`src/rtl/simd_pkg.sv`:
```
package simd_pkg;
  typedef enum logic [3:0] {
    OP_NOP   = 4'd0,
    OP_ADD   = 4'd1,
    OP_SUB   = 4'd2,
    OP_AND   = 4'd3,
    OP_OR    = 4'd4,
    OP_LDI   = 4'd5,
    OP_LID   = 4'd6,
    OP_CMPLT = 4'd7,
    OP_CMPEQ = 4'd8,
    OP_LOAD  = 4'd9,
    OP_STORE = 4'd10,
    OP_SETM  = 4'd11,
    OP_FLIPM = 4'd12,
    OP_ENDIF = 4'd13,
    OP_SHIFT = 4'd14,
    OP_ALLON = 4'd15
  } op_e;

  typedef enum logic [1:0] {
    DIR_N = 2'd0,
    DIR_S = 2'd1,
    DIR_E = 2'd2,
    DIR_W = 2'd3
  } dir_e;
endpackage

```
`src/rtl/simd_alu.sv`:
```
module simd_alu
  import simd_pkg::*;
#(
  parameter int DW   = 8,
  parameter int LANE = 0
) (
  input  op_e           op,
  input  logic [DW-1:0] a,
  input  logic [DW-1:0] b,
  input  logic [DW-1:0] imm,
  input  logic [DW-1:0] nbr,
  input  logic [DW-1:0] mrd,
  output logic [DW-1:0] wval,
  output logic          wen,
  output logic          cmp_en,
  output logic          cmp_v
);
  localparam logic [DW-1:0] LANE_V = DW'(LANE);

  always_comb begin
    wval   = '0;
    wen    = 1'b0;
    cmp_en = 1'b0;
    cmp_v  = 1'b0;
    case (op)
      OP_ADD:   begin wval = a + b;  wen = 1'b1; end
      OP_SUB:   begin wval = a - b;  wen = 1'b1; end
      OP_AND:   begin wval = a & b;  wen = 1'b1; end
      OP_OR:    begin wval = a | b;  wen = 1'b1; end
      OP_LDI:   begin wval = imm;    wen = 1'b1; end
      OP_LID:   begin wval = LANE_V; wen = 1'b1; end
      OP_LOAD:  begin wval = mrd;    wen = 1'b1; end
      OP_SHIFT: begin wval = nbr;    wen = 1'b1; end
      OP_CMPLT: begin cmp_en = 1'b1; cmp_v = (a < imm);  end
      OP_CMPEQ: begin cmp_en = 1'b1; cmp_v = (a == imm); end
      default:  ;
    endcase
  end
endmodule

```
`src/rtl/simd_pe.sv`:
```
module simd_pe
  import simd_pkg::*;
#(
  parameter int DW        = 8,
  parameter int NREG      = 4,
  parameter int MEM_DEPTH = 16,
  parameter int LANE      = 0,
  localparam int RW = $clog2(NREG),
  localparam int AW = $clog2(MEM_DEPTH)
) (
  input  logic          clk,
  input  logic          rst,
  input  logic          exec,
  input  op_e           op,
  input  logic [RW-1:0] dst,
  input  logic [RW-1:0] srca,
  input  logic [RW-1:0] srcb,
  input  logic [AW-1:0] addr,
  input  logic [DW-1:0] imm,
  input  logic [DW-1:0] nbr_in,
  output logic [DW-1:0] send,
  output logic          flag_q,
  output logic          act_q
);
  logic [DW-1:0] rf  [NREG];
  logic [DW-1:0] mem [MEM_DEPTH];
  logic          save_q;
  logic [DW-1:0] opa, opb, mrd, wval;
  logic          wen, cmp_en, cmp_v;

  assign opa  = rf[srca];
  assign opb  = rf[srcb];
  assign mrd  = mem[addr];
  assign send = opa;

  simd_alu #(.DW(DW), .LANE(LANE)) u_alu (
    .op     (op),
    .a      (opa),
    .b      (opb),
    .imm    (imm),
    .nbr    (nbr_in),
    .mrd    (mrd),
    .wval   (wval),
    .wen    (wen),
    .cmp_en (cmp_en),
    .cmp_v  (cmp_v)
  );

  always_ff @(posedge clk) begin
    if (exec && act_q && wen) rf[dst] <= wval;
  end

  always_ff @(posedge clk) begin
    if (exec && act_q && op == OP_STORE) mem[addr] <= opa;
  end

  always_ff @(posedge clk) begin
    if (rst) begin
      act_q  <= 1'b1;
      save_q <= 1'b1;
      flag_q <= 1'b0;
    end else if (exec) begin
      case (op)
        OP_SETM: begin
          save_q <= act_q;
          act_q  <= act_q & flag_q;
        end
        OP_FLIPM: act_q <= save_q & ~act_q;
        OP_ENDIF: act_q <= save_q;
        OP_ALLON: begin
          act_q  <= 1'b1;
          save_q <= 1'b1;
        end
        default: if (act_q && cmp_en) flag_q <= cmp_v;
      endcase
    end
  end

  AST_IDLE_NO_FLAG: assert property (@(posedge clk) disable iff (rst)
    (exec && !act_q) |=> $stable(flag_q)) else $error("idle PE changed flag");
  AST_SET_SHRINKS: assert property (@(posedge clk) disable iff (rst)
    (exec && op == OP_SETM) |=> (!act_q || $past(act_q))) else $error("mask set woke a PE");
  AST_ELSE_DISJOINT: assert property (@(posedge clk) disable iff (rst)
    (exec && op == OP_FLIPM) |=> !(act_q && $past(act_q))) else $error("PE active in both bodies");
endmodule

```
`src/rtl/simd_xfer.sv`:
```
module simd_xfer
  import simd_pkg::*;
#(
  parameter int ROWS = 4,
  parameter int COLS = 4,
  parameter int DW   = 8,
  localparam int NPE = ROWS * COLS
) (
  input  dir_e              dir,
  input  logic [NPE*DW-1:0] send,
  output logic [NPE*DW-1:0] recv
);
  for (genvar r = 0; r < ROWS; r++) begin : g_row
    for (genvar c = 0; c < COLS; c++) begin : g_col
      localparam int P     = r * COLS + c;
      localparam bit HAS_N = (r + 1 < ROWS);
      localparam bit HAS_S = (r > 0);
      localparam bit HAS_E = (c > 0);
      localparam bit HAS_W = (c + 1 < COLS);
      localparam int IN    = HAS_N ? P + COLS : P;
      localparam int IS    = HAS_S ? P - COLS : P;
      localparam int IE    = HAS_E ? P - 1 : P;
      localparam int IW    = HAS_W ? P + 1 : P;
      logic [DW-1:0] from_n, from_s, from_e, from_w;
      assign from_n = HAS_N ? send[IN*DW +: DW] : '0;
      assign from_s = HAS_S ? send[IS*DW +: DW] : '0;
      assign from_e = HAS_E ? send[IE*DW +: DW] : '0;
      assign from_w = HAS_W ? send[IW*DW +: DW] : '0;
      assign recv[P*DW +: DW] = (dir == DIR_N) ? from_n :
                                (dir == DIR_S) ? from_s :
                                (dir == DIR_E) ? from_e : from_w;
    end
  end
endmodule

```
`src/rtl/simd_array.sv`:
```
module simd_array
  import simd_pkg::*;
#(
  parameter int ROWS      = 4,
  parameter int COLS      = 4,
  parameter int DW        = 8,
  parameter int NREG      = 4,
  parameter int MEM_DEPTH = 16,
  localparam int NPE = ROWS * COLS,
  localparam int RW  = $clog2(NREG),
  localparam int AW  = $clog2(MEM_DEPTH)
) (
  input  logic           clk,
  input  logic           rst,
  input  logic           cmd_valid,
  input  logic [3:0]     cmd_op,
  input  logic [RW-1:0]  cmd_dst,
  input  logic [RW-1:0]  cmd_srca,
  input  logic [RW-1:0]  cmd_srcb,
  input  logic [AW-1:0]  cmd_addr,
  input  logic [DW-1:0]  cmd_imm,
  input  logic [1:0]     cmd_dir,
  output logic           cmd_ready,
  output logic           done,
  output logic           any_active,
  output logic [NPE-1:0] pe_flag,
  output logic [NPE-1:0] pe_active
);
  op_e               op;
  dir_e              dir;
  logic              ready_q, done_q, exec;
  logic [NPE*DW-1:0] send_bus, recv_bus;

  assign op   = op_e'(cmd_op);
  assign dir  = dir_e'(cmd_dir);
  assign exec = cmd_valid & ready_q;

  always_ff @(posedge clk) begin
    if (rst) begin
      ready_q <= 1'b0;
      done_q  <= 1'b0;
    end else begin
      ready_q <= 1'b1;
      done_q  <= exec;
    end
  end

  assign cmd_ready  = ready_q;
  assign done       = done_q;
  assign any_active = |pe_active;

  simd_xfer #(.ROWS(ROWS), .COLS(COLS), .DW(DW)) u_xfer (
    .dir  (dir),
    .send (send_bus),
    .recv (recv_bus)
  );

  for (genvar p = 0; p < NPE; p++) begin : g_pe
    simd_pe #(.DW(DW), .NREG(NREG), .MEM_DEPTH(MEM_DEPTH), .LANE(p)) u_pe (
      .clk    (clk),
      .rst    (rst),
      .exec   (exec),
      .op     (op),
      .dst    (cmd_dst),
      .srca   (cmd_srca),
      .srcb   (cmd_srcb),
      .addr   (cmd_addr),
      .imm    (cmd_imm),
      .nbr_in (recv_bus[p*DW +: DW]),
      .send   (send_bus[p*DW +: DW]),
      .flag_q (pe_flag[p]),
      .act_q  (pe_active[p])
    );
  end

  AST_DONE_AFTER_CMD: assert property (@(posedge clk) disable iff (rst)
    done |-> $past(cmd_valid && cmd_ready)) else $error("done without command");
  AST_READY_AFTER_RESET: assert property (@(posedge clk) disable iff (rst)
    $past(!rst) |-> cmd_ready) else $error("ready dropped outside reset");
endmodule

```
`config.mk`:
```
export PLATFORM = sky130hd
export DESIGN_NAME = simd_array
export DESIGN_NICKNAME = d
export VERILOG_FILES = /design/src/rtl/simd_pkg.sv /design/src/rtl/simd_alu.sv /design/src/rtl/simd_pe.sv /design/src/rtl/simd_xfer.sv /design/src/rtl/simd_array.sv
export SDC_FILE = /design/constraint.sdc
export NUM_CORES = 2
export LEC_CHECK = 0
export ABC_AREA = 0
export BUFFER_PORTS_ARGS = -buffer_cell sky130_fd_sc_hd__buf_2
export CAP_MARGIN = 20
export CORE_MARGIN = 3
export CORE_UTILIZATION = 30
export DETAILED_ROUTE_END_ITERATION = 10
export GPL_TIMING_DRIVEN = 0
export PLACE_DENSITY_LB_ADDON = 0.08
export SLEW_MARGIN = 20
export SYNTH_ARGS = -nofsm -noshare
export SYNTH_HDL_FRONTEND = slang
export SYNTH_SLANG_ARGS = --single-unit
```
`constraint.sdc`:
```
create_clock -name clk -period 3.8 [get_ports clk]
set_input_delay 0.19 -clock clk [delete_from_list [all_inputs] [get_ports clk]]
set_output_delay 0.19 -clock clk [all_outputs]
set_load 0.02 [all_outputs]
```
# == Word level (Yosys, flattened, before mapping) ==
# Memory sizes are Yosys's and may differ from the RTL's.
# Index checks and enable logic that the tools add are counted.
# totals
out_inout_bits,35
romBits,0
ram_bits,2560
regBits,50
latch_bits,0
n_memories,32
# memory_table
memory,words,width,rd,rd_clocked_by_memory_dff,wr,line_no,rtl
g_pe[0].u_pe.mem,16,8,1,0,1,simd_pe.sv:26,logic [DW-1:0] mem [MEM_DEPTH];
g_pe[10].u_pe.mem,16,8,1,0,1,simd_pe.sv:26,
g_pe[11].u_pe.mem,16,8,1,0,1,simd_pe.sv:26,
g_pe[12].u_pe.mem,16,8,1,0,1,simd_pe.sv:26,
g_pe[13].u_pe.mem,16,8,1,0,1,simd_pe.sv:26,
g_pe[14].u_pe.mem,16,8,1,0,1,simd_pe.sv:26,
26 more memories,n/a,n/a,n/a,n/a,n/a,n/a,
# classes
div_mod_pow,0
magnitude_cmp,16
mul,0
n_eq_ne,33
n_bitwise,82
n_addsub,32
shifts,0
mux,179
reduce_logical,89
# op_table
cell,count
$pmux 8 s8,15
$mux 8,48
$add 8x8->8,16
$and 8x8->8,16
$eq 8x8->1,16
$lt 8x8->1,16
$or 8x8->8,16
$sub 8x8->8,16
$mux 1,67
$logic_and 1x1->1,64
$pmux 1 s2,32
$pmux 1 s4,16
$pmux 8 s7,1
$reduce_and 3->1,16
$and 1x1->1,33
$eq 4x4->1 const B,8
$not 1->1,17
$eq 4x3->1 const B,4
$reduce_or 16->1,1
$eq 4x2->1 const B,2
$reduce_or 8->1,1
$eq 4x1->1 const B,1
$reduce_and 2->1,2
$reduce_bool 4->1,1
other kinds (6),6

# == Depth between registers and ports, before layout ==
# depth
depth_word,6
mapped_depth,17

# == Cells and area by module ==
# From an unflattened synthesis, not the netlist that was laid out.
# hier_totals
hier_cells,8010
area_unflattened_um2,126867.9
# by_module_without_submodules
mod,cells_per_inst,area_per_inst_um2,instances
simd_pe at g_pe[1].u_pe ...,306,6542.5,9
simd_pe at g_pe[0].u_pe ...,307,6542.5,4
simd_pe at g_pe[13].u_pe ...,306,6540.0,3
simd_xfer,339,2842.7,1
simd_alu at g_pe[15].u_pe.u_alu,173,1234.9,1
simd_alu at g_pe[11].u_pe.u_alu,176,1233.7,1
simd_alu at g_pe[3].u_pe.u_alu,176,1232.4,1
simd_alu at g_pe[12].u_pe.u_alu,179,1228.7,1
simd_alu at g_pe[0].u_pe.u_alu,177,1227.4,1
simd_alu at g_pe[13].u_pe.u_alu,176,1227.4,1
simd_alu at g_pe[5].u_pe.u_alu,175,1217.4,1
simd_alu at g_pe[6].u_pe.u_alu,171,1214.9,1
simd_alu at g_pe[10].u_pe.u_alu,172,1201.2,1
simd_alu at g_pe[7].u_pe.u_alu,174,1198.6,1
7 more rows,n/a,n/a,n/a

# == Worst setup path before layout ==
# OpenSTA, ideal clock, no wires.
# synth_path
path_kind,input to register
startpoint,in cmd_srca[0]
endpoint,"mem g_pe[13].u_pe.rf[0][6], data pin"
n_path_buf,4
slack_ns,0.374
cell_stages,15
arrival_ns,3.138
cell_sequence,clkbuf_1 -> buf_4 -> buf_2 -> buf_2 -> mux4_2 -> inv_1 -> ha_1 -> fa_1 -> nor2b_1 -> o21ai_0 -> nand2b_1 -> a21o_1 -> a21oi_1 -> xor2_1 -> o211ai_1
# synth_between
elab_cells_between_ends,12
cone_classes,add/sub: 2; mux: 4; bitwise: 2; memory: 4
# synth_lines
element,line_no,rtl
"start, declared",simd_array.sv:18,"input logic [RW-1:0] cmd_srca,"
$mem_v2 4x8 (*),n/a,
net g_pe[13].u_pe.send[0],simd_pe.sv:21,"output logic [DW-1:0] send,"
$sub 8x8->8 / $add 8x8->8 (equally long branches),"simd_alu.sv:27, simd_alu.sv:26",
$pmux 8 s8 (*),simd_alu.sv:25,case (op)
net g_pe[13].u_pe.u_alu.wval[6],simd_alu.sv:13,"output logic [DW-1:0] wval,"
"end, declared",simd_pe.sv:25,logic [DW-1:0] rf [NREG];
# The timed path passes the listed nets; every way through them passes the cells marked *.

# == Worst setup path after layout ==
# layout_path
startpoint,in cmd_dir[0]
endpoint,"mem g_pe[9].u_pe.rf[1][5], data pin"
# layout_between
elab_chain_len,5
elab_cells_between_ends,7
cone_classes,eq/ne: 2; mux: 4; reduce/logical: 1
# layout_lines
element,line_no,rtl
"start, declared",simd_array.sv:22,"input logic [1:0] cmd_dir,"
$eq 2x2->1,simd_xfer.sv:31,(dir == DIR_E) ? from_e : from_w;
$mux 8,simd_xfer.sv:31,
$mux 8,simd_xfer.sv:30,(dir == DIR_S) ? from_s :
$mux 8 (*),simd_xfer.sv:29,assign recv[P*DW +: DW] = (dir == DIR_N) ? from_n :
$pmux 8 s8 (*),simd_alu.sv:25,
net g_pe[9].u_pe.u_alu.wval[5],simd_alu.sv:13,
"end, declared",simd_pe.sv:25,
# Marks and branches as above.

==> flow_metrics.env <==
export IMPL_dr_pass1_iters=6
export IMPL_fin_hold_ws_ns=0.102
export IMPL_placedInstanceArea_mm2=0.130
export IMPL_start_util_pct=30.2
export IMPL_final_common_cell="edfxtp_1"
export IMPL_insertion_delay_ns=0.97
export IMPL_synth_nets=7219
export IMPL_cts_tree="yes"
export IMPL_yosysSeqAreaShare_pct=65.6
export IMPL_critPathRequiredTime_ns=4.36
export IMPL_htreeDepth=5
export IMPL_root_buffer="clkbuf_16"
export IMPL_clockBufferDepth=4
export IMPL_startpoint="cmd_dir[0]"
export IMPL_drive_gt1_share_pct=30.3
export IMPL_die_area_mm2=0.404
export IMPL_end_kind="flop"
export IMPL_post_route_util_pct=36.1
export IMPL_worst_clock_skew_ns=0.0659
export IMPL_worstHoldStart="cmd_imm[6]"
export IMPL_critPathTopFamily="buffers and inverters"
export IMPL_cts_made_buffers=307
export IMPL_antenna_found_initial=125
export IMPL_wl_um=669000
export IMPL_fin_ws_ns=-0.358
export IMPL_cp_common_cell="clkbuf_1"
export IMPL_final_setup_viol_count=383
export IMPL_gp_congestion=1.02
export IMPL_startpoint_type="primary input"
export IMPL_grt_start_max_net_pins=26
export IMPL_status="finished, violations left"
export IMPL_drc_errors=0
export IMPL_clkTransAtPathRegs_ns=0.07
export IMPL_worst_path_buf_inv=5
export IMPL_syn_to_final_growth_pct=19.6
export IMPL_grt_pass1_wl_um=828000
export IMPL_cp_cell_sequence="clkbuf_1, clkinv_1, clkbuf_1, clkbuf_1, clkbuf_1, nand3_1, a31oi_1, o21ai_0"
export IMPL_grt_met2_usage_pct=46.3
export IMPL_rsz0062_at_grt="true"
export IMPL_busiest_layer="met2"
export IMPL_finalPower_uw=70500
export IMPL_grt_pass1_vias=74600
export IMPL_tightest_slew_ns=1.40
export IMPL_synth_distinct_cells=65
export IMPL_async_reset_ff_share_pct=0
export IMPL_coreArea_mm2=0.393
export IMPL_grt_use_met1_pct=42.1
export IMPL_regToRegStartpoint="cmd_ready"
export IMPL_p_per_area_mw_per_mm2=497
export IMPL_max_cap_viol_count=0
export IMPL_hold_path_class="in2reg"
export IMPL_grt_overflow_total=0
export IMPL_die_width_um=635
export IMPL_syn_avg_cell_area_um2=17.2
export IMPL_first_iter_violations=13200
export IMPL_io_buffers=50
export IMPL_p_leak_uw=0.0463
export IMPL_synth_edf_count=2560
export IMPL_synth_ff_type="edfxtp_1"
export IMPL_violations="setup timing"
export IMPL_io_pins=62
export IMPL_syn_inst=6888
export IMPL_ant_nets=0
export IMPL_num_rows=230
export IMPL_track_usage_pct=32.0
export IMPL_hold_viol=0
export IMPL_die_height_um=635
export IMPL_fin_crit_ns=4.16
export IMPL_maxSlewViolCount=0
export IMPL_tns_ns=-30.20
export IMPL_viasPerCell=6.13
export IMPL_cp_max_fo=10
export IMPL_mostFrequentLayoutCells="edfxtp_1 (2,560), mux4_2 (903), nand2_1 (439)"
export IMPL_final_area_mm2=0.142
export IMPL_grt_util_met3_pct=9.85
export IMPL_fin_nets=7878
export IMPL_ys_ff_latch=2610
export IMPL_cp_slowest_cell="clkbuf_1"
export IMPL_peakVddDrop_uv=346
export IMPL_critPathKind="in2reg"
export IMPL_routed_via_count=80100
export IMPL_clock_sinks=2610
export IMPL_fin_crit_sh_pct=109
export IMPL_cp_slowest_stage_delay_ns=0.88
export IMPL_crit_arrival_ns=4.72
export IMPL_post_drt_wl_per_cell_um=51.1
export IMPL_yosysWarnings=0
export IMPL_hpwlAfterDp_um=482000
export IMPL_fmax_mhz=240
export IMPL_slew_headroom_pct=6.91
export IMPL_syn_area_mm2=0.119
## path summary, 6_finish.rpt
kind	to	slack [ns]	depth (start not counted)
max	g_pe[9].u_pe.rf[1][5]	-0.36	8
min	g_pe[0].u_pe.flag_q	0.10	7
max reg2reg	g_pe[12].u_pe.mem[11][2]	-0.03	6
min reg2reg	g_pe[0].u_pe.save_q	0.53	2
## cells by family (layout without fill, tap and decap cells)
logic type | after synthesis | in the layout | share of synthesized area (%)
compound gates | 985 | 985 | 5.36
xor+xnor | 208 | 208 | 1.53
fa+ha+maj | 304 | 304 | 3.30
buf+inv | 568 | 1454 | 2.06
flops | 2610 | 2610 | 65.6
mux | 916 | 932 | 17.3
other cells | 0 | 68 | 0
simple gates | 1297 | 1297 | 4.93
## report_power, final
group,total [uW],switching (uW),internal [uW]
logic,9000,6380,2610
registers,32000,78.3,32000
clock network,29500,12600,16900
total,70500,19100,51500
## stage by stage
stage	worst slack [ns]	std cells
3_5_place_dp	-2.53	12400
5_1_grt	-0.175	13100
3_3_place_gp	-4.45	12200
6_report	-0.358	13100
2_1_floorplan	0.374	6888
4_1_cts	-0.167	13000
## final cells by class
cell class,instances,area [um2]
diodes,68,170
clock inverters,183,1740
multi-input cells,3726,40200
plain buffers,451,2340
fillers,36900,251000
clock buffers,369,8050
flip-flops and latches,2610,77900
repair buffers,336,4710
inverters,115,450
well taps,5220,6530
## what timing repair did
item | CTS | global route
hold buffers | 3 | 0
endpoints found under the hold margin | 10 | 0
buffers inserted | 24 | 37
endpoints found under the setup margin | 2020 | 573
cloned | 9 | 7
resized for setup | 150 | 71
pin swaps | 2 | 2
## layer usage
metal	up-vias	part of all wire [%]
met1	43700	39
met4	28	7.3
met5	-	0.037
li1	29600	-
met3	1265	11
met2	5504	43
## flip-flops by register name, summed over array words and instances, names as in the netlist
register,flops
cmd_ready,1
done,1
g_pe.u_pe.act_q,16
g_pe.u_pe.flag_q,16
g_pe.u_pe.mem,2048
g_pe.u_pe.rf,512
g_pe.u_pe.save_q,16
## worst register-to-register path, delay by kind of cell (launching register included)
| family | cells | cell delay, ns |
|---|---|---|
| buf+inv | 3 | 1.43 |
| flops | 1 | 0.36 |
| simple gates | 3 | 1.61 |
## synthesized netlist by cell type (all sizes together), types with 113 or more instances
| library cell | number | area share, % |
|---|---|---|
| nand2 | 453 | 1.4 |
| nor2 | 357 | 1.1 |
| a21oi | 249 | 1.0 |
| ha | 288 | 3.0 |
| clkbuf | 268 | 0.85 |
| nand3 | 125 | 0.53 |
| buf | 185 | 0.85 |
| edfxtp | 2560 | 65 |
| mux4 | 905 | 17 |
| inv | 113 | 0.36 |
| xnor2 | 118 | 0.87 |
| o21ai | 319 | 1.3 |
| nor3 | 117 | 0.50 |
Note: power is estimated with default switching activity, not from simulation.
